### src/rtl/pgs_pkg.sv
package pgs_pkg;
  // Per-channel threshold flags as seen by one qualifier slice
  typedef struct packed {
    logic en;
    logic above;
    logic below;
  } chan_flags_t;
endpackage

### src/rtl/pgs_chan_qual.sv
module pgs_chan_qual
  import pgs_pkg::*;
(
  input  logic        clk,
  input  logic        rst_n,
  input  chan_flags_t flags,
  output logic        qual_nxt
);
  logic en_d;
  logic qual_q;

  // A channel qualifies only after one full enabled cycle, then holds
  // through the hysteresis band until it falls below stop or is disabled.
  always_comb begin
    qual_nxt = flags.en & ~flags.below & (qual_q | (flags.above & en_d));
  end

  always_ff @(posedge clk or negedge rst_n) begin
    if (!rst_n) begin
      en_d   <= 1'b0;
      qual_q <= 1'b0;
    end else begin
      en_d   <= flags.en;
      qual_q <= qual_nxt;
    end
  end
endmodule

### src/rtl/pgs_delay_timer.sv
module pgs_delay_timer #(
  parameter int CNT_W = 24
) (
  input  logic             clk,
  input  logic             rst_n,
  input  logic             armed,
  input  logic [CNT_W-1:0] limit,
  output logic             expired
);
  logic [CNT_W-1:0] cnt_q;

  always_ff @(posedge clk or negedge rst_n) begin
    if (!rst_n) begin
      cnt_q   <= '0;
      expired <= 1'b0;
    end else if (!armed) begin
      cnt_q   <= '0;
      expired <= 1'b0;
    end else begin
      expired <= (cnt_q >= limit);
      if (cnt_q < limit) begin
        cnt_q <= cnt_q + 1'b1;
      end
    end
  end
endmodule

### src/rtl/pwrgood_supervisor.sv
module pwrgood_supervisor
  import pgs_pkg::*;
#(
  parameter int NUM_CH = 3,
  parameter int CNT_W  = 24
) (
  input  logic              clk,
  input  logic              rst_n,
  input  logic [NUM_CH-1:0] ch_en,
  input  logic [NUM_CH-1:0] ch_above,
  input  logic [NUM_CH-1:0] ch_below,
  input  logic              supply_warn,
  input  logic [CNT_W-1:0]  delay_limit,
  output logic              pgood
);
  logic [NUM_CH-1:0] qual_nxt;
  logic              any_en;
  logic              all_qual;
  logic              armed;

  for (genvar i = 0; i < NUM_CH; i++) begin : g_chan
    chan_flags_t flags;
    assign flags = '{en: ch_en[i], above: ch_above[i], below: ch_below[i]};
    pgs_chan_qual u_qual (
      .clk      (clk),
      .rst_n    (rst_n),
      .flags    (flags),
      .qual_nxt (qual_nxt[i])
    );
  end

  always_comb begin
    any_en   = |ch_en;
    all_qual = &(qual_nxt | ~ch_en);
    armed    = any_en & all_qual & ~supply_warn;
  end

  pgs_delay_timer #(.CNT_W(CNT_W)) u_timer (
    .clk     (clk),
    .rst_n   (rst_n),
    .armed   (armed),
    .limit   (delay_limit),
    .expired (pgood)
  );
endmodule

### config.mk
export PLATFORM = sky130hd
export DESIGN_NAME = pwrgood_supervisor
export DESIGN_NICKNAME = d
export VERILOG_FILES = /design/src/rtl/pgs_pkg.sv /design/src/rtl/pgs_chan_qual.sv /design/src/rtl/pgs_delay_timer.sv /design/src/rtl/pwrgood_supervisor.sv
export SDC_FILE = /design/constraint.sdc
export NUM_CORES = 1
export LEC_CHECK = 0
export ABC_AREA = 1
export BUFFER_PORTS_ARGS = -buffer_cell sky130_fd_sc_hd__buf_2
export CORE_MARGIN = 2
export CORE_UTILIZATION = 45
export CTS_CLUSTER_SIZE = 28
export DETAILED_ROUTE_END_ITERATION = 12
export PLACE_DENSITY = 0.65
export SYNTH_ARGS = -nofsm -noshare
export SYNTH_HDL_FRONTEND = slang
export SYNTH_SLANG_ARGS = --single-unit
### constraint.sdc
create_clock -name clk -period 4.8 [get_ports clk]
set_input_delay 0 -clock clk [delete_from_list [all_inputs] [get_ports clk]]
set_output_delay 0 -clock clk [all_outputs]
set_load 0.05 [all_outputs]
==> run metrics, run 1 <==
Final Max Slew Viols=0; hold_ws=0.0335 ns; CTS tree=done; H-tree Lvls=2; Crit Path Category=reg2reg; synthesis-to-layout area growth=14.9%; Tot Pwr=590 uW; Post-Synthesis Cell Area=2660 um^2; Hold Vio Cnt, Final=0; Synth Flop Type=dfrtp_1; count of warnings emitted by yosys=0; routed wire length=5510 um; dpl cells=467; compound-gate portion of the synthesized area=4.47%; first-pass GRT wire length=9530 um; largest net degree at the start of global routing=47; DR vias/cell=4.84; CTS Sinks=31; Pwr per Cell Area=193 nW/um^2; DR vias=2,333; post-synthesis sequential area ratio=29.2%; Worst-Skew Late Latency=0.28 ns; Syn Area/Cell=7.24 um^2; CP max FO=25; #FFs+latches synth=31; XOR/XNOR share of the synthesized area=5.27%; hpwl dp=4130 um; Clock transition at path regs=0.07 ns; fillers=554; Starting Density=47.4%; ys async rst share=100%; worst hold path class=in2reg; initial antenna violation count=0; synth unique cells=31; post-synthesis simple-gate area fraction=38.6%; vias in the first global route=2,174; routed len/inst=11.4 um; Rel. slew slack=52.5%; routed wl met2=2690 um; clk_skew=0.00380 ns; DRT Pass-1 Iters=4; share of cells above drive strength 1=18.8%; Post-Layout Cell Count=482; # Max-Cap Violations=0; Syn Nets=428; fmax=477 MHz; crit path DAT=2.32 ns; total congestion overflow=0; Startpoint Class=flop; site row count=27; GRT Resource Usage Total=18.6%; minimum clock period=2.10 ns; WP data required=5.02 ns; Finish-stage setup viols=0; metal1 wirelength=2650 um; status=finished, final reports clean; Final Wtd Congestion=0.856; Peak VDD IR=0.127 mV; Synth Area in Adders=11.8%; drt initial violations=98; clk root buf=clkbuf_8; flop-to-flop setup slack=2.70 ns; remaining antenna violation count=0; mux share of post-synthesis cell area=0%; total CTS buffers=5; main combinational cell family by area after synthesis=simple AND/OR/NAND/NOR gates; final core occ=54.5%; setup TNS=0 ns; NumNets Final=470; static leakage=0.00179 uW; Die Y=80.9 um; core footprint=5610 um^2; Worst Max-Slew Pin Slew=0.713 ns; deepest clock path buffer count=2; period utilization=43.7%; Met3 Wirelength=125 um; die area=6540 um^2; IO Count=37; Die W=80.9 um; IO buf count=36; Syn Inst Count=367; RSZ-0062 raised after global routing=no; Critical Path Sink Type=flop; max layer used=met4; DRC violations left=0; ant diodes=0; Post-synth EDFFs=0
[metal layers]
layer	track usage, %	vias to the layer above
met5	0	-
met4	5.59	0
met3	3.00	2
met2	33.1	32
met1	23.1	1062
li1	-	1237
[area by class of cell]
type | count | area [um^2] | share of cell area (%)
multi-input cells | 269 | 1600 | 52.3
flip-flops and latches | 31 | 776 | 25.4
repair buffers | 43 | 250 | 8.19
inverters | 59 | 223 | 7.29
well taps | 72 | 90.1 | 2.95
clock buffers | 6 | 82.6 | 2.70
clock inverters | 2 | 35.0 | 1.15
[report_power, final]
part           switching (uW)  leakage, uW  internal [uW]  total (uW)
sequential               1.20     0.000425            264         265
combinational            29.1      0.00131           23.7        52.8
clock                     105    0.0000612            168         273
[cells in the mapped netlist (2+ instances only)]
library cell  instances  area share, %
dfrtp_1              31             29
nor2_1               28            4.0
buf_6                 3            1.3
inv_1                55            7.8
nor2_4                5            2.1
o21ai_1               4           0.75
nand3b_1              5            1.4
nor3_1                3           0.56
a21o_1                2           0.56
xor2_1               11            3.6
nand3_2               5            1.9
buf_2                 4           0.75
nand2_1              93             13
a21oi_2               3           0.99
xnor2_1               5            1.6
a21oi_1              10            1.9
nand3_1              51            9.6
inv_2                 2           0.28
ha_1                 25             12
nand2_2               9            2.1
nor2_2                3           0.71
[critical path, stage by stage (launching register included)]
cell	delay, ns
dfrtp_1	0.45
ha_1	0.32
a21oi_1	0.26
a21oi_2	0.11
nor2_4	0.13
nand2_2	0.08
nor2_4	0.44
nand3_1	0.15
nand2_1	0.09
[sequential cells by signal (all words and copies together), names as in the netlist]
name / cells
g_chan.u_qual.qual_q: 3
g_chan.u_qual.en_d: 3
u_timer.cnt_q: 24
u_timer.expired: 1
[through the flow]
step / cell area, um^2 / setup WS (ns)
3_5_place_dp: 2870 / 2.69
3_3_place_gp: 2870 / 2.69
2_1_floorplan: 2660 / 3.11
6_report: 3060 / 2.70
5_1_grt: 3060 / 2.51
4_1_cts: 3060 / 2.68
[final timing paths]
| path | from | endpoint | depth (start not counted) |
|---|---|---|---|
| max | u_timer.cnt_q[19] | u_timer.cnt_q[12] | 8 |
| min | ch_above[1] | g_chan[1].u_qual.qual_q | 3 |
| max reg2reg | u_timer.cnt_q[19] | u_timer.cnt_q[12] | 8 |
| min reg2reg | g_chan[1].u_qual.qual_q | g_chan[1].u_qual.qual_q | 2 |
| max in group asynchronous | rst_n | g_chan[2].u_qual.en_d | 2 |
| min in group asynchronous | rst_n | u_timer.cnt_q[4] | 2 |
[layout by cell type (no fill, tap or decap), types with 6 or more instances in the layout]
master / Yosys / routed
nand2_2: 9 / 9
dfrtp_1: 31 / 31
nand2_1: 93 / 93
ha_1: 25 / 25
a21oi_1: 10 / 10
buf_2: 4 / 36
xor2_1: 11 / 11
clkbuf_8: 0 / 6
nor2_1: 28 / 28
dlygate4sd3_1: 0 / 7
inv_1: 55 / 55
nand3_1: 51 / 51
[cell families (layout without fill, tap and decap cells)]
logic type	count (synthesis)	after routing
flip-flops	31	31
AO/OA/AOI/OAI	20	20
AND/OR/NAND/NOR	208	208
adder cells (fa/ha/maj)	25	25
buffers and inverters	67	110
XOR/XNOR	16	16
[what timing repair did]
item                                   4_1_cts  5_1_grt
hold buffers                                 7        0
buffers inserted                             0        0
endpoints found under the hold margin       37        0
resized for setup                            0        0
No activity file was read; power rests on OpenSTA's default activity.
==> run 2: changes to the inputs <==
- PLACE_DENSITY: 0.65 -> 0.68
- clock period: 4.8 -> 1.8 ns (I/O delays scaled with it)
==> run metrics, run 2 (synthesis results as in run 1) <==
Tot Pwr=1360 uW (+130%); Biggest register=u_timer.cnt_q; max incr delay on CP=0.38 ns (-0.07 ns); deepest clock path buffer count=2 (unchanged); NumNets Final=508 (+8.1%); GRT Resource Usage Total=19.8% (+1.2 points); synthesis-to-layout area growth=28.2%; hpwl dp=4640 um (+12%); DR vias/cell=4.79 (-1.1%); violated checks=setup timing; final core occ=60.8% (+6.3 points); Starting Density=47.4% (unchanged); crit path DAT=2.02 ns (-0.30 ns); routed len/inst=11.4 um (+0.17%); largest net degree at the start of global routing=32 (-32%); site row count=27 (unchanged); Worst Setup SP=u_timer.cnt_q[15]; die area=6540 um^2 (unchanged); static leakage=0.00198 uW (+10%); commonest non-fill, non-tap cell in the layout=nand2_1; max FFs per register=24 (unchanged); FF-to-FF End=u_timer.cnt_q[15]; # Max-Cap Violations=0 (unchanged); IO buf count=36 (unchanged); hold path startpoint=ch_above[1]; Peak VDD IR=0.418 mV (+230%); clk_skew=0.00882 ns (+0.00502 ns); CP max FO=6 (-76%); Worst-Skew Late Latency=0.28 ns (about the same); Rel. slew slack=52.6% (+0.14 points); DRT Pass-1 Iters=5 (+1); initial antenna violation count=0 (unchanged); Finish-stage setup viols=1 (+1); vias in the first global route=2,317 (+6.6%); period utilization=100% (+56 points); Hold Vio Cnt, Final=0 (unchanged); Die W=80.9 um (unchanged); DR vias=2,479 (+6.3%); R2R depth=10 (+2); dpl cells=499 (+6.9%); hold endpoint=g_chan[1].u_qual.qual_q; status=complete, but fails checks; CP max-delay cell=dfrtp_1; Worst Max-Slew Pin Slew=0.710 ns (-0.00216 ns); crit-path cells=ha_1 > a21o_1 > nor2_1 > nand2_1 > nand2_2 > nand2_2 > nor2_4 > buf_4 > nand3_1 > nand2_1; Post-Layout Cell Count=518 (+7.5%); M2 GR Usage=35.6% (+2.6 points); met3 Use GR=3.44% (+0.44 points); worst hold path class=in2reg; ant diodes=0 (unchanged); worst slack, placed=0.0116 ns (-2.68 ns); total CTS buffers=5 (unchanged); Critical Path Sink Type=flop; remaining antenna violation count=0 (unchanged); Reg2Reg Launch Point=u_timer.cnt_q[15]; flop-to-flop setup slack=-0.001 ns (-2.71 ns); Crit Path Category=reg2reg; commonest non-fill, non-tap cells in the layout=90 x nand2_1, 55 x inv_1, 48 x nand3_1; first-pass GRT wire length=10,100 um (+5.6%); Startpoint Class=flop; WP depth=10 (+2); busiest grt layer=met2; Die Y=80.9 um (unchanged); total congestion overflow=0 (unchanged); H-tree Lvls=2 (unchanged); DP Area=3120 um^2 (+8.8%); IO Count=37 (unchanged); Largest regs=u_timer.cnt_q: 24 flops, g_chan.u_qual.en_d: 3 flops, g_chan.u_qual.qual_q: 3 flops; Clock transition at path regs=0.06 ns (about the same); DRC violations left=0 (unchanged); minimum clock period=1.80 ns (-0.294 ns); share of cells above drive strength 1=28.3% (+9.5 points); fmax=555 MHz (+16%); design area=3410 um^2 (+12%); fin worst setup slack=-0.00142 ns (-2.71 ns); hold path depth=3 (unchanged); core footprint=5610 um^2 (unchanged); WP data required=2.02 ns (-3.00 ns); cell family with most CP delay=simple AND/OR/NAND/NOR gates; Pwr per Cell Area=399 nW/um^2 (+110%); routed wire length=5930 um (+7.6%); drt initial violations=121 (+23%); M1 GR Usage=24.5% (+1.4 points); CP Buf/Inv Count=1 (+1); RSZ-0062 raised after global routing=yes; Final Wtd Congestion=0.893 (+4.4%); Final Max Slew Viols=0 (unchanged); CTS tree=done; clk root buf=clkbuf_8; CTS Sinks=31 (unchanged)
[run 2: final cells by class]
cell class | count | area [um^2]
fill | 519 | 2200
multi-input combinational | 269 | 1680
sequential | 31 | 776
timing repair buffer | 81 | 563
inverter | 59 | 223
tap | 72 | 90.1
clock buffer | 6 | 72.6
[run 2: where the power goes]
group	internal, uW	switching (uW)	leakage (uW)
sequential	704	2.77	0.000425
combinational	70.9	84.1	0.00151
clock	257	241	0.0000371
total	1030	328	0.00198
[run 2: what timing repair did]
action,in CTS,in global routing
buffers inserted,0,5
pin swaps,0,11
endpoints found under the hold margin,37,0
resized for setup,1,19
gates cloned,0,1
hold buffers,7,0
endpoints found under the setup margin,1,25
[run 2: how the worst max path moves through the flow]
| stage | to | slack, ns |
|---|---|---|
| finish | u_timer.cnt_q[15] | -0.001 |
| global route | u_timer.cnt_q[4] | -0.08 |
| CTS | u_timer.cnt_q[11] | 0.01 |
| detailed placement | u_timer.cnt_q[7] | 0.01 |
| global placement | u_timer.cnt_q[7] | 0.07 |
| floorplan | u_timer.cnt_q[17] | 0.11 |
[run 2: per-stage QoR]
stage	hold slack, ns	TNS (ns)
global route	0.0600	-1.63
detailed placement	0.0959	0
CTS	0.0423	0
floorplan	-0.296	0
finish	0.0437	-0.00142
global placement	0.0972	0
[run 2: routing by layer]
| layer | vias up | wire length [um] |
|---|---|---|
| met5 | - | 0 |
| met2 | 40 | 2950 |
| met4 | 0 | 61 |
| met3 | 7 | 189 |
| met1 | 1121 | 2730 |
| li1 | 1311 | - |
[run 2: worst reg2reg max path: stages, from the launching register on]
cell and delay (ns):
dfrtp_1 0.38, ha_1 0.29, a21o_1 0.19, nor2_1 0.11
nand2_1 0.07, nand2_2 0.10, nand2_2 0.07, nor2_4 0.19
buf_4 0.19, nand3_1 0.08, nand2_1 0.06
